`config.mk`:
```
export PLATFORM = sky130hd
export DESIGN_NAME = sc_bit_timer
export DESIGN_NICKNAME = d
export VERILOG_FILES = /design/src/rtl/sc_timer_pkg.sv /design/src/rtl/sc_mode_reg.sv /design/src/rtl/sc_prescaler.sv /design/src/rtl/sc_bit_counter.sv /design/src/rtl/sc_bit_timer.sv
export SDC_FILE = /design/constraint.sdc
export NUM_CORES = 1
export LEC_CHECK = 0
export ABC_AREA = 1
export ABC_CLOCK_PERIOD_IN_PS = 3500
export BUFFER_PORTS_ARGS = -buffer_cell sky130_fd_sc_hd__buf_2
export CAP_MARGIN = 0
export CORE_MARGIN = 1
export CORE_UTILIZATION = 35
export DETAILED_ROUTE_END_ITERATION = 12
export REMOVE_ABC_BUFFERS = 1
export SYNTH_ARGS = -nofsm -noshare
export SYNTH_HDL_FRONTEND = slang
export SYNTH_SLANG_ARGS = --single-unit
```
`constraint.sdc`:
```
create_clock -name clk -period 3.5 [get_ports clk]
set_clock_uncertainty 0.2 [all_clocks]
set_input_delay 0 -clock clk [delete_from_list [all_inputs] [get_ports clk]]
set_output_delay 0 -clock clk [all_outputs]
set_load 0.05 [all_outputs]
```
`src/rtl/sc_timer_pkg.sv`:
```
package sc_timer_pkg;

    localparam int MODE_W = 8;
    localparam int LEN_W  = 10;   // holds the largest bit length, 512
    localparam int CNT_W  = 9;    // counts 0 .. 511

    typedef struct packed {
        logic       gsm;
        logic       blk;
        logic       par_en;
        logic       par_odd;
        logic [1:0] len_lo;
        logic [1:0] clk_sel;
    } mode_t;

    // Number of base ticks per bit for the 3-bit length code
    function automatic logic [LEN_W-1:0] bit_len(input logic [2:0] code);
        logic [LEN_W-1:0] s;
        case (code)
            3'b000:  s = 10'd93;
            3'b001:  s = 10'd128;
            3'b010:  s = 10'd186;
            3'b011:  s = 10'd512;
            3'b100:  s = 10'd32;
            3'b101:  s = 10'd64;
            3'b110:  s = 10'd372;
            default: s = 10'd256;
        endcase
        return s;
    endfunction

    function automatic logic byte_parity(input logic [7:0] b, input logic en, input logic odd);
        return en & ((^b) ^ odd);
    endfunction

endpackage

```
`src/rtl/sc_mode_reg.sv`:
```
module sc_mode_reg
    import sc_timer_pkg::*;
(
    input  logic              clk,
    input  logic              rst,
    input  logic              unlocked,
    input  logic              wr_en,
    input  logic [MODE_W-1:0] wr_data,
    input  logic              ext_wr_en,
    input  logic              ext_wr_bit,
    output mode_t             mode_q,
    output logic              ext_q
);

    always_ff @(posedge clk) begin
        if (rst) begin
            mode_q <= '0;
            ext_q  <= 1'b1;
        end else if (unlocked) begin
            if (wr_en)     mode_q <= mode_t'(wr_data);
            if (ext_wr_en) ext_q  <= ext_wr_bit;
        end
    end

endmodule

```
`src/rtl/sc_prescaler.sv`:
```
module sc_prescaler #(
    parameter int SEL_STEP = 2,   // log2 of the ratio between adjacent selects
    parameter int SEL_NUM  = 4,   // number of prescale selections
    parameter int DIV_W    = 8
) (
    input  logic                       clk,
    input  logic                       rst,
    input  logic                       run,
    input  logic [$clog2(SEL_NUM)-1:0] clk_sel,
    input  logic [DIV_W-1:0]           divisor,
    output logic                       base_tick
);

    localparam int PRE_W = SEL_STEP * (SEL_NUM - 1);

    logic [PRE_W-1:0] pre_cnt;
    logic [PRE_W-1:0] pre_lim;
    logic [DIV_W-1:0] div_cnt;
    logic             pre_tick;

    // low SEL_STEP*clk_sel bits set gives a limit of 4^c - 1
    always_comb begin
        pre_lim = '0;
        for (int i = 0; i < PRE_W; i++)
            pre_lim[i] = (i < SEL_STEP * int'(clk_sel));
    end

    assign pre_tick  = run && (pre_cnt == pre_lim);
    assign base_tick = pre_tick && (div_cnt == divisor);

    always_ff @(posedge clk) begin
        if (rst || !run) begin
            pre_cnt <= '0;
            div_cnt <= '0;
        end else begin
            pre_cnt <= pre_tick ? '0 : pre_cnt + 1'b1;
            if (base_tick)     div_cnt <= '0;
            else if (pre_tick) div_cnt <= div_cnt + 1'b1;
        end
    end

endmodule

```
`src/rtl/sc_bit_counter.sv`:
```
module sc_bit_counter
    import sc_timer_pkg::*;
(
    input  logic             clk,
    input  logic             rst,
    input  logic             run,
    input  logic             tick,
    input  logic [LEN_W-1:0] len,
    output logic             bit_edge,
    output logic             mid_sample
);

    logic [CNT_W-1:0] cnt;
    logic [LEN_W-1:0] last_w;
    logic [LEN_W-1:0] half_w;
    logic             at_last;

    assign last_w  = len - LEN_W'(1);
    assign half_w  = (len >> 1) - LEN_W'(1);
    assign at_last = (cnt == last_w[CNT_W-1:0]);

    assign bit_edge   = tick && at_last;
    assign mid_sample = tick && (cnt == half_w[CNT_W-1:0]);

    always_ff @(posedge clk) begin
        if (rst || !run)  cnt <= '0;
        else if (tick)    cnt <= at_last ? '0 : cnt + 1'b1;
    end

endmodule

```
`src/rtl/sc_bit_timer.sv`:
```
module sc_bit_timer
    import sc_timer_pkg::*;
#(
    parameter int DIV_W = 8
) (
    input  logic             clk,
    input  logic             rst,
    input  logic             wr_en,
    input  logic [7:0]       wr_data,
    input  logic             ext_wr_en,
    input  logic             ext_wr_bit,
    input  logic             tx_en,
    input  logic             rx_en,
    input  logic [DIV_W-1:0] rate_div,
    input  logic [7:0]       par_byte,
    output logic [7:0]       mode_q,
    output logic             ext_bcp_q,
    output logic             blk_mode,
    output logic             gsm_mode,
    output logic             base_tick,
    output logic             bit_edge,
    output logic             mid_sample,
    output logic             par_bit
);

    mode_t            mode;
    logic             active;
    logic [LEN_W-1:0] len;

    assign active = tx_en | rx_en;

    sc_mode_reg u_mode (
        .clk        (clk),
        .rst        (rst),
        .unlocked   (!active),
        .wr_en      (wr_en),
        .wr_data    (wr_data),
        .ext_wr_en  (ext_wr_en),
        .ext_wr_bit (ext_wr_bit),
        .mode_q     (mode),
        .ext_q      (ext_bcp_q)
    );

    assign len = bit_len({ext_bcp_q, mode.len_lo});

    sc_prescaler #(.SEL_STEP(2), .SEL_NUM(4), .DIV_W(DIV_W)) u_pre (
        .clk       (clk),
        .rst       (rst),
        .run       (active),
        .clk_sel   (mode.clk_sel),
        .divisor   (rate_div),
        .base_tick (base_tick)
    );

    sc_bit_counter u_bits (
        .clk        (clk),
        .rst        (rst),
        .run        (active),
        .tick       (base_tick),
        .len        (len),
        .bit_edge   (bit_edge),
        .mid_sample (mid_sample)
    );

    assign mode_q   = mode;
    assign blk_mode = mode.blk;
    assign gsm_mode = mode.gsm;
    assign par_bit  = byte_parity(par_byte, mode.par_en, mode.par_odd);

endmodule

```
==> flow_summary.toml, run 1 <==
[status]
outcome = "completed"

[setup_path]
critPathKind = "reg2out"
critical_path.top_delay_family = "simple AND/OR/NAND/NOR gates"
required_ns = 3.30
timing.critical_path.mode_cell = "nand2_1"
critical_path.endpoint_type = "output pin"
critPathMaxStageDelay_ns = 0.53
start_kind = "flip-flop"
crit_arrival_ns = 2.55
crit_start = "u_mode.mode_q[3]"
path_cells = "nand2_1 > o21ai_0 > inv_1 > ha_1 > inv_1 > nand2_1 > nand2_1 > nand2_1 > nand2_1 > nand2_1 > nor2_1 > nand4_1 > nor2_1 > buf_2"
worst-path-buf-inv = 3
crit_path_max_fanout = 11
r2r-start = "u_mode.mode_q[3]"
slowest_stage = "dfxtp_1"

[synth]
synth-simple-area-share_pct = 39.8
synth_mux_area_share_pct = 0
synth_xor_area_share_pct = 8.24
synth-main-ff-cell = "dfxtp_1"
ys_seq_area_share_pct = 30.1
synth_cell_type_count = 30
synthAdderAreaFrac_pct = 2.35
synthTopCellsByArea = "dfxtp_1, nand2_1, nor2_1"
avgSynthCellArea_sq_um = 6.14
syn-instance-count = 346
yosysWarnings = 0
synth_compound_area_share_pct = 8.36
synth_area_sq_um = 2130
ys_async_sr_fraction_pct = 0
synth_edf_count = 0
synth_top_family_by_area = "simple AND/OR/NAND/NOR gates"
synth_seq_cells = 32
netlist.area_leader.share_pct = 30.1
yosys.area.top_type = "dfxtp_1"

[final_layout]
final_net_count = 437
fin_area_sq_um = 2590
filler_cell_count = 657
syn_to_final_growth_pct = 21.7
layout-drive-gt1-share_pct = 15.9
multi_input_area_sq_um = 1250
seq_area_sq_um = 641
diodes = 0

[grt]
grt_usage_pct = 18.5
overflow = 0
gr-usage-met3_pct = 3.77
grt_max_degree = 13
use_met1_pct = 22.3
grt_pass1_vias = 2068
grt_util_met2_pct = 32.0
grt_pass1_wl_um = 9200
antenna_found_initial = 0
top_usage_layer = "met2"

[route]
wl_per_cell_um = 11.1
via_per_inst = 4.64
ant_nets = 0
wl_um = 5290
firstDrtPassIters = 4
drc = 0
vias = 2218
drt-initial-drc-count = 94

[timing]
worst_slew_pin_slew_ns = 0.479
whs_ns = 0.0230
finalCritPeriodShare_pct = 78.5
rsz0062_at_grt = "false"
hold_violations = 0
post-route-min-period_ns = 2.75
max_slew_margin_pct = 68.0
clock.fmax_mhz = 364
setup_viol = 0
fin_tns_setup_ns = 0
slew_violations = 0
fin_ws_ns = 0.752

[clock_network]
cts_tree = "yes"
cts_setup_buffers = 0
clk_latency_ns = 0.28
numCtsBuffers = 5
clk_path_buf_depth = 2
ctsRootBufferMaster = "clkbuf_8"
clkSinkCount = 32
clk_pin_slew_worst_paths_ns = 0.07
cts.htree.levels = 2

[place]
dp_slack_ns = 1.03
place_hpwl_um = 4020
routabilityCongestion = 0.898
portBuffers = 45
dpl_cell_area_sq_um = 2390

[pwr]
p_leak_uw = 0.00124
vdd_drop_max_mv = 0.240
power-per-cell-area_nw_per_um2 = 334
power_uw = 865

[worst_hold_path]
min-delay-start = "wr_en"
hold_class = "in2reg"

[floorplan]
die-area_sq_um = 6390
start_util_pct = 36.1
coreArea_sq_um = 5890
num_rows = 28
die_h_um = 79.9
ios = 46
die_x_um = 79.9

[run]
cap_viol_max_count = 0
## worst paths after layout
check | to | slack (ns) | cells after the start
setup / recovery | bit_edge | 0.75 | 14
hold / removal | u_mode.mode_q[2] | 0.02 | 3
setup reg to reg | u_bits.cnt[6] | 0.98 | 16
hold reg to reg | u_pre.pre_cnt[0] | 0.27 | 1
## registers in the layout, summed over array words and instances, names as in the netlist
| name | cells |
|---|---|
| u_bits.cnt | 9 |
| u_mode.ext_q | 1 |
| u_mode.mode_q | 8 |
| u_pre.div_cnt | 8 |
| u_pre.pre_cnt | 6 |
## what timing repair did
action | CTS | global route
hold buffers | 10 | 0
setup endpoints to repair | 0 | 0
resized for setup | 0 | 0
endpoints found under the hold margin | 11 | 0
## synthesized netlist by cell type (4+ instances only)
cell type / count
nand4_1: 7
nand3_1: 18
a21oi_1: 12
xnor2_1: 7
nor2_1: 58
xor2_1: 13
nand2_1: 101
ha_1: 4
nand2_2: 4
nor3_1: 7
o21ai_0: 12
inv_1: 46
dfxtp_1: 32
## layout make-up
| class | instances | share of cell area, % |
|---|---|---|
| repair buffers | 55 | 12.6 |
| flip-flops and latches | 32 | 24.8 |
| inverters | 49 | 7.11 |
| well taps | 75 | 3.63 |
| clock inverters | 1 | 0.290 |
| clock buffers | 7 | 3.34 |
| multi-input cells | 259 | 48.3 |
## per-layer routing
layer	vias up	wire length, um
li1	1187	-
met1	972	2430
met2	48	2540
met3	11	222
met4	0	93
met5	-	0
## placed cells by master, fill, tap and decap left out, types with 2 or more instances in the layout
cell / netlist / routed
buf_2: 0 / 45
nor2_2: 3 / 3
nand2_2: 4 / 4
a21oi_1: 12 / 12
o22ai_1: 2 / 2
dlygate4sd3_1: 0 / 10
o21ai_0: 12 / 12
nand2_1: 101 / 101
nor3_1: 7 / 7
xor2_1: 13 / 13
dfxtp_1: 32 / 32
ha_1: 4 / 4
clkbuf_8: 0 / 6
nand3_1: 18 / 18
inv_2: 3 / 3
inv_1: 46 / 46
xnor2_1: 7 / 7
nand4_1: 7 / 7
nor2_1: 58 / 58
## worst reg2reg max path: stages, from the launching register on
cell and delay, ns:
dfxtp_1 0.53, nand2_1 0.14, o21ai_0 0.15, inv_1 0.06, ha_1 0.24, inv_1 0.12
nand2_1 0.12, nand2_1 0.11, nand2_1 0.09, nand2_1 0.08, nand2_1 0.05, nor2_1 0.07
nand4_1 0.11, nand2_1 0.12, nand2_2 0.06, inv_2 0.11, nor2_1 0.05
## through the flow
| step | utilization (%) | cells |
|---|---|---|
| floorplan | - | 340 |
| global placement | 40.6 | 460 |
| detailed placement | 40.6 | 460 |
| CTS | 43.9 | 478 |
| global route | 43.9 | 478 |
| finish | 43.9 | 478 |
## logic make-up (layout without fill, tap and decap cells)
logic type / after synthesis / count (layout)
adders and majority gates: 4 / 4
xor gates and xnor gates: 20 / 20
AOI/OAI and AO/OA: 32 / 32
buffers and inverters: 55 / 112
DFF: 32 / 32
and+or+nand+nor: 203 / 203
## power by group
part | leakage (uW) | internal, uW | switching [uW]
clock | 0.0000445 | 160 | 142
sequential | 0.000259 | 374 | 11.7
combinational | 0.000937 | 65.7 | 112
total | 0.00124 | 600 | 265
No activity file was read; power rests on OpenSTA's default activity.
==> run 2: changes to the inputs <==
--- a/config.mk
+++ b/config.mk
@@ -6,7 +6,7 @@
 export NUM_CORES = 1
 export LEC_CHECK = 0
 export ABC_AREA = 1
-export ABC_CLOCK_PERIOD_IN_PS = 3500
+export ABC_CLOCK_PERIOD_IN_PS = 2700
 export BUFFER_PORTS_ARGS = -buffer_cell sky130_fd_sc_hd__buf_2
 export CAP_MARGIN = 0
 export CORE_MARGIN = 1
==> constraint.sdc (replaced) <==
create_clock -name clk -period 2.7 [get_ports clk]
set_clock_uncertainty 0.2 [all_clocks]
set_input_delay 0 -clock clk [delete_from_list [all_inputs] [get_ports clk]]
set_output_delay 0 -clock clk [all_outputs]
set_load 0.05 [all_outputs]
==> run 2 against run 1 <==
Count of clock-buffer cells in the layout stayed put. Sequential share of layout area is 0.16 points lower. Critical path depth is 2 lower. Register-to-register slack worse by 0.63 ns. Design area is 2.0% higher. Global-route usage is 0.26 points lower. Routed wire length is 0.94% lower.
==> flow_summary.toml, run 2 (same netlist as run 1, synthesis figures left out) <==
[floorplan]
ios = 46
die-area_sq_um = 6390
num_rows = 28
die_h_um = 79.9
die_x_um = 79.9
start_util_pct = 36.1
coreArea_sq_um = 5890

[clock_network]
clk_pin_slew_worst_paths_ns = 0.07
clk_latency_ns = 0.28
cts.htree.levels = 2
ctsRootBufferMaster = "clkbuf_8"
numCtsBuffers = 5
clk_path_buf_depth = 2
clkSinkCount = 32
cts_tree = "yes"

[setup_path]
required_ns = 2.50
crit_path_max_fanout = 9
r2r-start = "u_mode.mode_q[2]"
critPathMaxStageDelay_ns = 0.38
ff2ff_path_depth = 17
timing.rr.end = "u_bits.cnt[3]"
reg2reg_slack_ns = 0.35
critical_path.endpoint_type = "output pin"
path_cells = "inv_2 > nand2_1 > o21ai_1 > inv_1 > ha_2 > o21ai_0 > a21oi_1 > o21ai_0 > a211oi_2 > nand2_1 > nor2_1 > clkbuf_4"
critPathKind = "reg2out"
slowest_stage = "dfxtp_4"
crit_arrival_ns = 2.34
critical_path.top_delay_family = "compound AO/OA/AOI/OAI gates"
start_kind = "flip-flop"
worst-path-buf-inv = 3

[pwr]
p_leak_uw = 0.00124
power-per-cell-area_nw_per_um2 = 427
vdd_drop_max_mv = 0.258

[final_layout]
reg_top3 = "u_bits.cnt x9, u_mode.mode_q x8, u_pre.div_cnt x8"
layout-drive-gt1-share_pct = 19.6
layout_common_cells = "nand2_1, nor2_1, inv_1, buf_2, dfxtp_1"
syn_to_final_growth_pct = 24.1
diodes = 0
final_cells = 479
final_net_count = 438
final_common_cell = "nand2_1"
regMostFlops = "u_bits.cnt"
fin_area_sq_um = 2640
filler_cell_count = 646
largest_register_ffs = 9

[grt]
grt_pass1_wl_um = 9050
grt_util_met2_pct = 30.7
grt_usage_pct = 18.2
top_usage_layer = "met2"
use_met1_pct = 21.5
grt_max_degree = 13
gr-usage-met3_pct = 4.34
grt_pass1_vias = 2060
overflow = 0
antenna_found_initial = 0

[route]
ant_nets = 0
wl_um = 5240
drc = 0
vias = 2234
wl_per_cell_um = 10.9
firstDrtPassIters = 4
drt-initial-drc-count = 102
via_per_inst = 4.66

[worst_hold_path]
hold_path_depth = 3
hold_class = "in2reg"
min-delay-start = "wr_en"
hold-path-endpoint = "u_mode.mode_q[3]"

[timing]
rsz0062_at_grt = "true"
max_slew_margin_pct = 74.8
fin_tns_setup_ns = 0
post-route-min-period_ns = 2.54
hold_violations = 0
finalCritPeriodShare_pct = 94.0
worst_slew_pin_slew_ns = 0.377
whs_ns = 0.0191
setup_viol = 0
slew_violations = 0
clock.fmax_mhz = 394

[place]
place_hpwl_um = 4110
routabilityCongestion = 0.897
dp_cells = 461
portBuffers = 45
dpl_cell_area_sq_um = 2400

[run]
cap_viol_max_count = 0

[status]
outcome = "completed"
==> run 2: cell count changes in the layout (fill, tap and decap cells not counted), sizes merged <==
| cell | change |
|---|---|
| clkbuf | +1 |
==> run 2: worst max path at each step <==
stage | from | to | slack (ns) | cells after the start
floorplan | u_mode.ext_q | bit_edge | -0.20 | 13
global placement | u_mode.ext_q | u_bits.cnt[3] | 0.29 | 16
detailed placement | u_mode.mode_q[3] | u_bits.cnt[3] | 0.16 | 16
CTS | u_mode.mode_q[2] | bit_edge | 0.02 | 15
global route | u_mode.mode_q[2] | bit_edge | -0.05 | 15
finish | u_mode.mode_q[2] | mid_sample | 0.16 | 12
==> run 2: where the power goes <==
group / total [uW] / internal, uW / switching, uW
clock network: 387 / 207 / 180
registers: 501 / 484 / 16.1
logic: 239 / 91.7 / 147
total: 1130 / 783 / 343
==> run 2: timing repair <==
item | 4_1_cts | 5_1_grt
buffers inserted | 0 | 0
pin swaps | 0 | 2
hold buffers | 10 | 0
resized for setup | 5 | 16
endpoints found under the hold margin | 11 | 0
setup endpoints to repair | 1 | 10
==> run 2: metal layers <==
layer / wire, um / share of wire (%)
met5: 0 / 0
met4: 108 / 2.1
met3: 263 / 5.0
met2: 2470 / 47
met1: 2400 / 46
==> run 2: worst register-to-register path: stages, from the launching register on <==
cell     delay [ns]
dfxtp_4        0.38
inv_2          0.09
nand2_1        0.10
o21ai_1        0.14
inv_1          0.06
ha_2           0.20
inv_2          0.08
nand2_2        0.07
nand2_1        0.09
nand2_1        0.09
nand2_1        0.08
nand2_1        0.07
nor2_2         0.09
nand4_1        0.15
nand2_1        0.12
nand2_2        0.06
inv_2          0.10
nor2_1         0.06
==> run 2: per-stage QoR <==
step | total power, uW | util [%] | setup slack, ns
after global routing | 1210 | 44.8 | -0.0483
after detailed placement | 733 | 40.8 | 0.162
final | 1130 | 44.8 | 0.161
after CTS | 1140 | 44.2 | 0.0235
after global placement | 732 | 40.8 | 0.287
after floorplan | 666 | - | -0.197
==> run 2: cell type report <==
type                       count  area, sq um  area share, %
timing repair buffer          56          342           12.9
tap                           75         93.8           3.56
clock inverter                 1         7.51          0.284
multi-input combinational    259         1280           48.4
clock buffer                   7         86.3           3.27
sequential                    32          649           24.6
inverter                      49          184           6.97
